[src/rtl/sreg_link_pkg.sv]
package sreg_link_pkg;

    typedef enum logic [1:0] {
        ST_CMD   = 2'd0,
        ST_WRITE = 2'd1,
        ST_READ  = 2'd2
    } link_state_e;

    localparam int DATA_W = 24;

    localparam logic [5:0] A_COMM  = 6'h00;
    localparam logic [5:0] A_IOSET = 6'h01;
    localparam logic [5:0] A_IDENT = 6'h02;
    localparam logic [5:0] A_TEST  = 6'h03;
    localparam logic [5:0] A_STAT  = 6'h04;
    localparam logic [5:0] A_CKSUM = 6'h05;
    localparam logic [5:0] A_ZERO  = 6'h06;
    localparam logic [5:0] A_FULL  = 6'h07;
    localparam logic [5:0] A_CH0   = 6'h08;
    localparam logic [5:0] A_CH1   = 6'h0A;

    // Data phase length for a decoded command; reserved bit forces 8.
    function automatic logic [4:0] phase_len(input logic rsv,
                                             input logic [5:0] adr,
                                             input logic wide);
        logic [4:0] n;
        n = 5'd8;
        if (!rsv) begin
            unique case (adr)
                A_CKSUM:                n = 5'd16;
                A_TEST, A_ZERO, A_FULL: n = 5'd24;
                A_CH0, A_CH1:           n = wide ? 5'd24 : 5'd16;
                default:                n = 5'd8;
            endcase
        end
        return n;
    endfunction

endpackage

[src/rtl/sreg_link_sync.sv]
module sreg_link_sync #(
    parameter int         W       = 3,
    parameter int         STAGES  = 2,
    parameter logic [W-1:0] RST_VAL = '0
) (
    input  logic         clk,
    input  logic         rst_n,
    input  logic [W-1:0] d,
    output logic [W-1:0] q
);
    logic [W-1:0] pipe [STAGES];

    genvar gi;
    generate
        for (gi = 0; gi < STAGES; gi++) begin : g_stage
            always_ff @(posedge clk or negedge rst_n) begin
                if (!rst_n) begin
                    pipe[gi] <= RST_VAL;
                end else if (gi == 0) begin
                    pipe[gi] <= d;
                end else begin
                    pipe[gi] <= pipe[(gi == 0) ? 0 : gi - 1];
                end
            end
        end
    endgenerate

    assign q = pipe[STAGES-1];
endmodule

[src/rtl/sreg_link_resync.sv]
module sreg_link_resync #(
    parameter int ONES = 32
) (
    input  logic clk,
    input  logic rst_n,
    input  logic active,
    input  logic bit_stb,
    input  logic bit_val,
    output logic fire
);
    localparam int CW = $clog2(ONES + 1);

    logic [CW-1:0] run_cnt;

    assign fire = active && bit_stb && bit_val && (run_cnt == CW'(ONES - 1));

    always_ff @(posedge clk or negedge rst_n) begin
        if (!rst_n) begin
            run_cnt <= '0;
        end else if (!active || fire) begin
            run_cnt <= '0;
        end else if (bit_stb) begin
            run_cnt <= bit_val ? run_cnt + 1'b1 : '0;
        end
    end

    // the run counter never reaches the threshold itself
    assert_run_bound_R7: assert property (@(posedge clk) disable iff (!rst_n)
        run_cnt < CW'(ONES));
    // leaving chip-select clears the run
    assert_run_clear_R7: assert property (@(posedge clk) disable iff (!rst_n)
        !active |=> run_cnt == '0);
endmodule

[src/rtl/sreg_link_regs.sv]
module sreg_link_regs
    import sreg_link_pkg::*;
#(
    parameter logic [3:0] REV_CODE = 4'h1
) (
    input  logic              clk,
    input  logic              rst_n,
    input  logic              clr,
    input  logic              wr_en,
    input  logic [5:0]        wr_addr,
    input  logic [DATA_W-1:0] wr_data,
    input  logic [6:0]        rd_sel,
    input  logic              rd_wide,
    input  logic              conv_idle,
    input  logic [7:0]        status_in,
    input  logic [DATA_W-1:0] chan0_data,
    input  logic [DATA_W-1:0] chan1_data,
    output logic [DATA_W-1:0] rd_data
);
    localparam logic [7:0]        IOSET_RST = 8'h30;
    localparam logic [DATA_W-1:0] COEF_RST  = 24'h800000;

    logic [7:0]        ioset_q;
    logic [DATA_W-1:0] test_q;
    logic [15:0]       cksum_q;
    logic [DATA_W-1:0] zero_q;
    logic [DATA_W-1:0] full_q;
    logic [DATA_W-1:0] ch_sel;

    always_ff @(posedge clk or negedge rst_n) begin
        if (!rst_n) begin
            ioset_q <= IOSET_RST;
            test_q  <= '0;
            cksum_q <= '0;
            zero_q  <= COEF_RST;
            full_q  <= COEF_RST;
        end else if (clr) begin
            ioset_q <= IOSET_RST;
            test_q  <= '0;
            cksum_q <= '0;
            zero_q  <= COEF_RST;
            full_q  <= COEF_RST;
        end else if (wr_en) begin
            unique case (wr_addr)
                A_IOSET: ioset_q <= wr_data[7:0];
                A_TEST:  test_q  <= wr_data;
                A_CKSUM: cksum_q <= wr_data[15:0];
                A_ZERO:  if (conv_idle) zero_q <= wr_data;
                A_FULL:  full_q  <= wr_data;
                default: ;
            endcase
        end
    end

    assign ch_sel = rd_sel[1] ? chan1_data : chan0_data;

    always_comb begin
        rd_data = '0;
        if (!rd_sel[6]) begin
            unique case (rd_sel[5:0])
                A_IOSET: rd_data = {16'h0, ioset_q};
                A_IDENT: rd_data = {16'h0, REV_CODE, 4'h4};
                A_TEST:  rd_data = test_q;
                A_STAT:  rd_data = {16'h0, status_in};
                A_CKSUM: rd_data = {8'h0, cksum_q};
                A_ZERO:  rd_data = zero_q;
                A_FULL:  rd_data = full_q;
                A_CH0, A_CH1: rd_data = rd_wide ? ch_sel : {8'h0, ch_sel[23:8]};
                default: rd_data = '0;
            endcase
        end
    end

    // a busy converter locks the zero-scale coefficient
    assert_zero_gate_R6: assert property (@(posedge clk) disable iff (!rst_n)
        (wr_en && !clr && wr_addr == A_ZERO && !conv_idle) |=> $stable(zero_q));
    // resync restores defaults
    assert_clear_defaults_R7: assert property (@(posedge clk) disable iff (!rst_n)
        clr |=> (ioset_q == IOSET_RST && zero_q == COEF_RST && full_q == COEF_RST
                 && test_q == '0 && cksum_q == '0));
endmodule

[src/rtl/sreg_link.sv]
module sreg_link
    import sreg_link_pkg::*;
#(
    parameter logic [3:0] REV_CODE    = 4'h1,
    parameter int         SYNC_STAGES = 2,
    parameter int         RESYNC_ONES = 32
) (
    input  logic        clk,
    input  logic        rst_n,
    input  logic        cs_n,
    input  logic        sclk,
    input  logic        sdi,
    output logic        sdo,
    input  logic        conv_idle,
    input  logic        wide_data,
    input  logic [7:0]  status_in,
    input  logic [23:0] chan0_data,
    input  logic [23:0] chan1_data
);
    localparam int CMD_BITS = 8;

    logic [2:0] pins_s;
    logic       cs_n_s, sclk_s, sdi_s, sclk_d;
    logic       rise, cs_act, fire;

    link_state_e       state_q, state_d;
    logic [4:0]        bit_cnt;
    logic [4:0]        len_q;
    logic [6:0]        cmd_sr;
    logic [6:0]        cmd_q;
    logic [22:0]       rx_sr;
    logic [DATA_W-1:0] tx_sr;

    logic [7:0]        cmd_next;
    logic [DATA_W-1:0] rx_next;
    logic [4:0]        new_len;
    logic [DATA_W-1:0] rd_data;
    logic              last_bit, cmd_done, commit;

    sreg_link_sync #(.W(3), .STAGES(SYNC_STAGES), .RST_VAL(3'b110)) u_sync (
        .clk(clk), .rst_n(rst_n), .d({cs_n, sclk, sdi}), .q(pins_s)
    );
    assign {cs_n_s, sclk_s, sdi_s} = pins_s;

    always_ff @(posedge clk or negedge rst_n) begin
        if (!rst_n) sclk_d <= 1'b1;
        else        sclk_d <= sclk_s;
    end

    assign rise   = sclk_s && !sclk_d;
    assign cs_act = !cs_n_s;

    sreg_link_resync #(.ONES(RESYNC_ONES)) u_resync (
        .clk(clk), .rst_n(rst_n), .active(cs_act), .bit_stb(rise),
        .bit_val(sdi_s), .fire(fire)
    );

    assign cmd_next = {cmd_sr, sdi_s};
    assign rx_next  = {rx_sr, sdi_s};
    assign new_len  = phase_len(cmd_next[7], cmd_next[5:0], wide_data);
    assign last_bit = (bit_cnt == len_q - 5'd1);
    assign cmd_done = (state_q == ST_CMD) && (bit_cnt == 5'(CMD_BITS - 1));
    assign commit   = rise && cs_act && !fire && (state_q == ST_WRITE)
                      && last_bit && !cmd_q[6];

    sreg_link_regs #(.REV_CODE(REV_CODE)) u_regs (
        .clk(clk), .rst_n(rst_n), .clr(fire), .wr_en(commit),
        .wr_addr(cmd_q[5:0]), .wr_data(rx_next),
        .rd_sel({cmd_next[7], cmd_next[5:0]}), .rd_wide(wide_data),
        .conv_idle(conv_idle), .status_in(status_in),
        .chan0_data(chan0_data), .chan1_data(chan1_data), .rd_data(rd_data)
    );

    // Next-state logic
    always_comb begin
        state_d = state_q;
        if (!cs_act || fire) begin
            state_d = ST_CMD;
        end else if (rise) begin
            unique case (state_q)
                ST_CMD:   if (cmd_done) state_d = cmd_next[6] ? ST_READ : ST_WRITE;
                ST_WRITE: if (last_bit) state_d = ST_CMD;
                ST_READ:  if (last_bit) state_d = ST_CMD;
                default:  state_d = ST_CMD;
            endcase
        end
    end

    // State register and datapath
    always_ff @(posedge clk or negedge rst_n) begin
        if (!rst_n) begin
            state_q <= ST_CMD;
            bit_cnt <= '0;
            len_q   <= 5'(CMD_BITS);
            cmd_sr  <= '0;
            cmd_q   <= '0;
            rx_sr   <= '0;
            tx_sr   <= '0;
        end else begin
            state_q <= state_d;
            if (!cs_act || fire) begin
                bit_cnt <= '0;
                len_q   <= 5'(CMD_BITS);
                cmd_sr  <= '0;
                tx_sr   <= '0;
            end else if (rise) begin
                unique case (state_q)
                    ST_CMD: begin
                        cmd_sr <= cmd_next[6:0];
                        if (cmd_done) begin
                            cmd_q   <= {cmd_next[7], cmd_next[5:0]};
                            len_q   <= new_len;
                            bit_cnt <= '0;
                            tx_sr   <= rd_data << (5'd24 - new_len);
                        end else begin
                            bit_cnt <= bit_cnt + 5'd1;
                        end
                    end
                    ST_WRITE: begin
                        rx_sr   <= rx_next[22:0];
                        bit_cnt <= last_bit ? 5'd0 : bit_cnt + 5'd1;
                        if (last_bit) len_q <= 5'(CMD_BITS);
                    end
                    ST_READ: begin
                        tx_sr   <= tx_sr << 1;
                        bit_cnt <= last_bit ? 5'd0 : bit_cnt + 5'd1;
                        if (last_bit) len_q <= 5'(CMD_BITS);
                    end
                    default: bit_cnt <= '0;
                endcase
            end
        end
    end

    // Output logic
    always_comb begin
        sdo = 1'b0;
        if (state_q == ST_READ) sdo = tx_sr[DATA_W-1];
    end

    // a released chip-select always lands in the command state
    assert_abort_to_cmd_R8: assert property (@(posedge clk) disable iff (!rst_n)
        !cs_act |=> (state_q == ST_CMD && bit_cnt == '0));
    // a resync event leaves the port expecting a command
    assert_resync_cmd_R7: assert property (@(posedge clk) disable iff (!rst_n)
        fire |=> (state_q == ST_CMD && bit_cnt == '0));
    // the bit counter stays inside the current phase length
    assert_cnt_bound_R3: assert property (@(posedge clk) disable iff (!rst_n)
        bit_cnt < len_q);
    // data-out stays low outside a read phase
    assert_sdo_quiet_R2: assert property (@(posedge clk) disable iff (!rst_n)
        (state_q != ST_READ) |-> !sdo);
    // data phases take one of the three lengths
    assert_len_legal_R3: assert property (@(posedge clk) disable iff (!rst_n)
        (len_q == 5'd8 || len_q == 5'd16 || len_q == 5'd24));
endmodule

[config.mk]
export PLATFORM = sky130hd
export DESIGN_NAME = sreg_link
export DESIGN_NICKNAME = d
export VERILOG_FILES = /design/src/rtl/sreg_link_pkg.sv /design/src/rtl/sreg_link_sync.sv /design/src/rtl/sreg_link_resync.sv /design/src/rtl/sreg_link_regs.sv /design/src/rtl/sreg_link.sv
export SDC_FILE = /design/constraint.sdc
export NUM_CORES = 1
export LEC_CHECK = 0
export ABC_AREA = 1
export CAP_MARGIN = 10
export CELL_PAD_IN_SITES_DETAIL_PLACEMENT = 0
export CELL_PAD_IN_SITES_GLOBAL_PLACEMENT = 2
export CORE_MARGIN = 3
export CORE_UTILIZATION = 33
export CTS_CLUSTER_SIZE = 28
export DETAILED_ROUTE_END_ITERATION = 12
export PLACE_DENSITY_LB_ADDON = 0.1
export SYNTH_ARGS = -nofsm -noshare
export SYNTH_HDL_FRONTEND = slang
export SYNTH_SLANG_ARGS = --single-unit
[constraint.sdc]
create_clock -name clk -period 2.8 [get_ports clk]
set_input_delay 0.28 -clock clk [delete_from_list [all_inputs] [get_ports clk]]
set_output_delay 0.28 -clock clk [all_outputs]
set_load 0.02 [all_outputs]
==> impl_metrics.yaml, run 1 <==
finish:
  drive_above_1_share: 0.0922
  area_delta_synth_final_pct: 17.4
  fillers: 3059
  num_antenna_cells: 0
  stdcell_area_um2: 11200
  nNetsFinal: 1422
die:
  io_pins: 64
  start_util: 0.339
  rows: 61
  dieWidth_um: 176
  core_area_um2: 28200
  fp.dieH_um: 176
  die-area_um2: 31000
routing:
  wl_per_cell_um: 17.7
  routed_via_density: 4.81
  met2_length_um: 14200
  vias: 8389
  drt_pass1_iterations: 5
  wl_met3_um: 902
  antenna_left: 0
  dr.first_iter.drc_count: 591
  finalWirelength_um: 30900
  met1Wirelength_um: 15400
  post-route-drc-count: 0
  highest_layer: "met4"
grt:
  gr-usage-all-layers: 0.205
  gr-total-overflow: 0
  antenna_found_initial: 0
  grt_pass1_vias: 8308
  grt_max_degree: 81
  grt_first_pass_wirelength_um: 48900
timing:
  relSlewSlack: 0.398
  setup_slack_ns: 0.373
  fin_crit_sh: 0.867
  worst_slew_pin_slew_ns: 0.903
  setup_viol: 0
  max_freq_ghz: 0.412
  rsz0062_at_grt: "false"
  setup_tns_ns: 0
  skew_ns: 0.0165
  finalHoldViolations: 0
  slew_violations: 0
  min_period_ns: 2.43
outcome:
  status: "complete, no violations"
clocking:
  ctsResizeCount: 0
  insertion_delay_ns: 0.44
  clk_path_buf_depth: 2
  path_clk_slew_ns: 0.08
  cts_buffers: 17
  htreeDepth: 4
  cts_tree: "built"
  cts.sinks: 179
  clockRootBuffer: "clkbuf_16"
placed_design:
  gp_congestion: 0.814
  pre_cts_ws_ns: 0.418
  placed_area_um2: 10600
  port_buffers: 63
  hpwl_um: 21600
synth:
  synthCells: 1299
  synth_top_family_by_area: "simple AND/OR/NAND/NOR gates"
  ys_ff_latch: 179
  synth-xor-area-share: 0.00275
  seq_area_frac_synth: 0.471
  synthMuxAreaShare: 0
  synthesis.area_um2: 9550
  synth_compound_area_frac: 0.0995
  synth_simple_gate_area_share: 0.345
  ys_warn_count: 0
  syn_nets: 1368
  avgSynthCellArea_um2: 7.35
  synth_fa_ha_area_frac: 0.00786
  async_flop_share: 1.00
  synth_edf_count: 0
  synth-main-ff-cell: "dfrtp_1"
  netlist-cell-type-count: 37
power:
  ir_drop_mv: 0.376
  p_clk_frac: 0.453
  switching_share: 0.273
  power_density_nw_per_um2: 496
  combPwrFrac: 0.078
  seqPwrFrac: 0.469
  power_switching_mw: 1.51
  p_int_mw: 4.04
  p_leak_nw: 5.43
  p_total_mw: 5.56
flow_run:
  cap_violations: 0
worst_setup_path:
  critPathRequiredTime_ns: 3.18
  crit_type: "register to register"
  crit_buf_inv: 2
  cp_top_family: "simple AND/OR/NAND/NOR gates"
  start_kind: "register"
  path_max_fanout: 18
  slowest_delay_ns: 0.55
  path_common_cell: "nand2_1"
  cp-end-kind: "register"
  crit_chain: "inv_2 -> nor2_1 -> inv_1 -> nor2_4 -> nand2_1 -> nand2_1 -> nor2_1 -> nand2_1 -> nor2_1 -> nor2_1 -> nand2_1 -> nand2_1 -> nand2_1 -> nand2_1"
  worst_ep_arrival_time_ns: 2.81
  critPathSlowestCell: "dfrtp_1"
hold_path:
  hold_class: "primary input to register"
[cells in the mapped netlist, types with 2 or more instances]
library cell | instances | share of area
nand3b_1 | 2 | 0.0016
buf_6 | 10 | 0.012
nor2_1 | 105 | 0.041
o211ai_1 | 7 | 0.0055
inv_2 | 8 | 0.0031
nand2_2 | 8 | 0.0052
o21ai_0 | 132 | 0.069
o21ai_1 | 10 | 0.0052
buf_1 | 6 | 0.0024
dfrtp_1 | 169 | 0.44
ha_1 | 6 | 0.0079
nand4_1 | 6 | 0.0039
nand2_1 | 465 | 0.18
a21oi_1 | 21 | 0.011
buf_2 | 14 | 0.0073
buf_4 | 7 | 0.0055
nand3_1 | 144 | 0.075
nand3_2 | 4 | 0.0042
nor2_2 | 10 | 0.0066
nor3_1 | 4 | 0.0021
xor2_1 | 3 | 0.0028
dfstp_2 | 10 | 0.028
nor2_4 | 8 | 0.0094
or2_2 | 9 | 0.0059
clkbuf_1 | 24 | 0.0094
o22ai_1 | 7 | 0.0046
nor3_2 | 2 | 0.0021
o31ai_1 | 2 | 0.0016
inv_1 | 88 | 0.035
[area by class of cell]
type,count,area [um2],area share
Sequential cell,179,4490,0.401
Multi-Input combinational cell,962,4340,0.388
Timing Repair Buffer,96,922,0.0823
Tap cell,378,473,0.0422
Clock buffer,17,425,0.0380
Inverter,97,364,0.0325
Clock inverter,15,185,0.0165
[power by group through the flow]
stage	clock network (mW)	logic (mW)	registers, mW
2_1_floorplan	0	0.191	2.65
3_3_place_gp	0	0.445	2.66
3_5_place_dp	0	0.441	2.66
4_1_cts	2.59	0.444	2.61
5_1_grt	2.69	0.484	2.61
6_report	2.52	0.433	2.61
[sequential cells by signal, summed over array words and instances (netlist names), 2 cells and up]
register / count
len_q: 2
u_regs.test_q: 24
u_sync.pipe: 3
cmd_sr: 7
u_regs.cksum_q: 16
u_sync.q: 3
u_regs.ioset_q: 8
u_regs.full_q: 24
u_regs.zero_q: 24
rx_sr: 23
state_q: 2
u_resync.run_cnt: 6
cmd_q: 7
tx_sr: 24
bit_cnt: 5
[metal layers]
metal,global-route usage,vias up
met4,0.0485,0
li1,-,4268
met1,0.293,3981
met3,0.0299,28
met5,0,-
met2,0.328,112
[final timing paths]
kind / cells past startpoint / from / slack, ns / to
hold / removal: 1 / sclk / 0.24 / u_sync.pipe[4]
setup / recovery: 14 / cmd_sr[0] / 0.37 / tx_sr[22]
max in group asynchronous: 3 / rst_n / 1.41 / rx_sr[16]
setup reg to reg: 14 / cmd_sr[0] / 0.37 / tx_sr[22]
hold reg to reg: 0 / u_sync.pipe[3] / 0.35 / u_sync.q[0]
min in group asynchronous: 2 / rst_n / 0.45 / u_sync.pipe[3]
[cells in the final DEF, fill, tap and decap left out, types with 7 or more instances in the layout]
cell type and count:
or2_2 9, buf_4 29, a21oi_1 21, clkdlybuf4s50_1 62, dfstp_2 10, nand2_2 8, inv_1 88, nor2_1 105
o21ai_0 132, clkbuf_16 17, nand3_1 144, nand2_1 465, o21ai_1 10, o211ai_1 7, nor2_4 8, inv_2 8
o22ai_1 7, nor2_2 10, dfrtp_1 169
[repair_timing]
| action | CTS | global route |
|---|---|---|
| buffers inserted | 0 | 0 |
| endpoints found under the setup margin | 0 | 0 |
| hold buffers | 1 | 0 |
| hold endpoints to repair | 69 | 0 |
[cell families after synthesis]
| family | Yosys count |
|---|---|
| buffers and inverters | 158 |
| DFF | 179 |
| AOI/OAI and AO/OA | 182 |
| and+or+nand+nor | 771 |
| xor gates and xnor gates | 3 |
| adders and majority gates | 6 |
[metrics by stage]
step	hold slack, ns	std cells	util
floorplan	-0.0156	1299	-
global placement	0.336	1711	0.376
detailed placement	0.341	1711	0.376
CTS	0.221	1744	0.398
global route	0.224	1744	0.398
finish	0.241	1744	0.398
No activity file was read; power rests on OpenSTA's default activity.
==> run 2: changes to the inputs <==
- DONT_BUFFER_PORTS: unset -> 1
- SLEW_MARGIN: unset -> 20
==> impl_metrics.yaml, run 2 (synthesized netlist as in run 1, its figures left out) <==
outcome:
  status: "finished, violations left"
  failed_checks: "negative hold slack"
timing:
  skew_ns: 0.0219
  relSlewSlack: 0.404
  setup_viol: 0
  finalHoldViolations: 179
  max_freq_ghz: 0.410
  setup_slack_ns: 0.360
  fin_crit_sh: 0.871
  worst_slew_pin_slew_ns: 0.893
  hold_slack_ns: -0.465
  rsz0062_at_grt: "false"
  slew_violations: 0
  setup_tns_ns: 0
  min_period_ns: 2.44
flow_run:
  cap_violations: 0
grt:
  gr-total-overflow: 0
  grt_max_degree: 180
  grt_first_pass_wirelength_um: 49300
  antenna_found_initial: 0
  grt_pass1_vias: 8195
  gr-usage-all-layers: 0.206
die:
  fp.dieH_um: 176
  die-area_um2: 31000
  io_pins: 64
  rows: 61
  start_util: 0.339
  core_area_um2: 28200
  dieWidth_um: 176
placed_design:
  placed_area_um2: 9850
  port_buffers: 0
  pre_cts_ws_ns: 0.367
  gp_congestion: 0.839
  hpwl_um: 21700
clocking:
  cts.sinks: 179
  cts_buffers: 17
  cts_tree: "built"
  htreeDepth: 4
  clockRootBuffer: "clkbuf_16"
  cts_setup_buffers: 0
  insertion_delay_ns: 0.45
  ctsResizeCount: 0
  path_clk_slew_ns: 0.08
  hold_buffers: 3
  clk_path_buf_depth: 2
worst_setup_path:
  crit_chain: "nand2_2 -> inv_2 -> nand3_2 -> nand2_1 -> inv_2 -> nand3_2 -> nand2_4 -> nor2_4 -> nand3_1 -> o211ai_1"
  path_max_fanout: 9
  cp_top_family: "simple AND/OR/NAND/NOR gates"
  start_kind: "register"
  r2r_start: "u_sync.q[0]"
  crit_buf_inv: 2
  cp-end-kind: "register"
  ff2ff_setup_slack_ns: 0.36
  critPathSlowestCell: "dfrtp_1"
  critPathRequiredTime_ns: 3.14
  startpoint: "u_sync.q[0]"
  worst_ep_arrival_time_ns: 2.78
  slowest_delay_ns: 0.58
  crit_type: "register to register"
finish:
  stdcell_area_um2: 10500
  nNetsFinal: 1351
  final_cell_mix: "nand2_1, dfrtp_1, nand3_1, o21ai_0, nor2_1"
  num_antenna_cells: 0
  area_delta_synth_final_pct: 9.66
  final_common_cell: "nand2_1"
  drive_above_1_share: 0.0888
routing:
  antenna_left: 0
  finalWirelength_um: 31200
  routed_via_density: 4.90
  vias: 8198
  wl_per_cell_um: 18.6
  drt_pass1_iterations: 5
  post-route-drc-count: 0
  dr.first_iter.drc_count: 707
power:
  p_leak_nw: 5.12
  ir_drop_mv: 0.372
  power_density_nw_per_um2: 511
hold_path:
  hold_class: "primary input to asynchronous set/reset pin"
run 2: cell types whose count changed in the layout (fill, tap and decap cells not counted):
cell	previous run	this run
clkdlybuf4s50_1	62	0
inv_12	1	0
dlygate4sd3_1	1	3
clkinv_8	3	4
clkinv_4	0	3
buf_4	29	21
buf_12	3	1
clkbuf_8	1	0
clkinv_2	0	1
bufinv_16	1	0
clkinvlp_4	4	1
run 2: cell type report:
type | instances | area, um2
Clock buffer | 17 | 425
Clock inverter | 15 | 164
Fill cell | 3034 | 17700
Inverter | 97 | 364
Multi-Input combinational cell | 962 | 4340
Sequential cell | 179 | 4490
Tap cell | 378 | 473
Timing Repair Buffer | 25 | 208
run 2: path summary, 6_finish.rpt:
| path | end | cells after the start |
|---|---|---|
| setup / recovery | tx_sr[7] | 10 |
| hold / removal | u_resync.run_cnt[0] | 0 |
| setup reg to reg | tx_sr[7] | 10 |
| hold reg to reg | u_sync.q[0] | 0 |
| max in group asynchronous | u_regs.zero_q[23] | 0 |
| min in group clk | u_sync.q[0] | 0 |
run 2: power by group:
part / total, mW / internal [mW] / switching (mW)
combinational: 0.285 / 0.0791 / 0.206
sequential: 2.61 / 2.60 / 0.0104
clock: 2.46 / 1.20 / 1.26
total: 5.35 / 3.87 / 1.47
run 2: worst register-to-register path, stage by stage, from the launching register on:
cell and delay, ns:
dfrtp_1 0.58, nand2_2 0.15, inv_2 0.24, nand3_2 0.17
nand2_1 0.20, inv_2 0.08, nand3_2 0.11, nand2_4 0.13
nor2_4 0.26, nand3_1 0.20, o211ai_1 0.23
run 2: metal layers:
metal	global-route usage	vias to the layer above	part of all wire
met3	0.0329	23	0.036
met5	0	-	0
met4	0.0468	0	0.014
met1	0.295	3914	0.49
li1	-	4127	-
met2	0.330	134	0.46
run 2: per-stage QoR:
stage          total power, mW  hold WS [ns]  instances  utilization
6_report                  5.35        -0.465       1673        0.372
2_1_floorplan             2.84       -0.0156       1299            -
5_1_grt                   5.55        -0.494       1673        0.372
3_5_place_dp              2.94      -0.00740       1638        0.350
3_3_place_gp              2.94      -0.00836       1638        0.350
4_1_cts                   5.40        -0.479       1673        0.372
==> run 3: changes to the inputs <==
- GPL_TIMING_DRIVEN: unset -> 1
==> results of run 3 <==
Same layout as run 2: the final DEF is identical, and so are final timing and power.
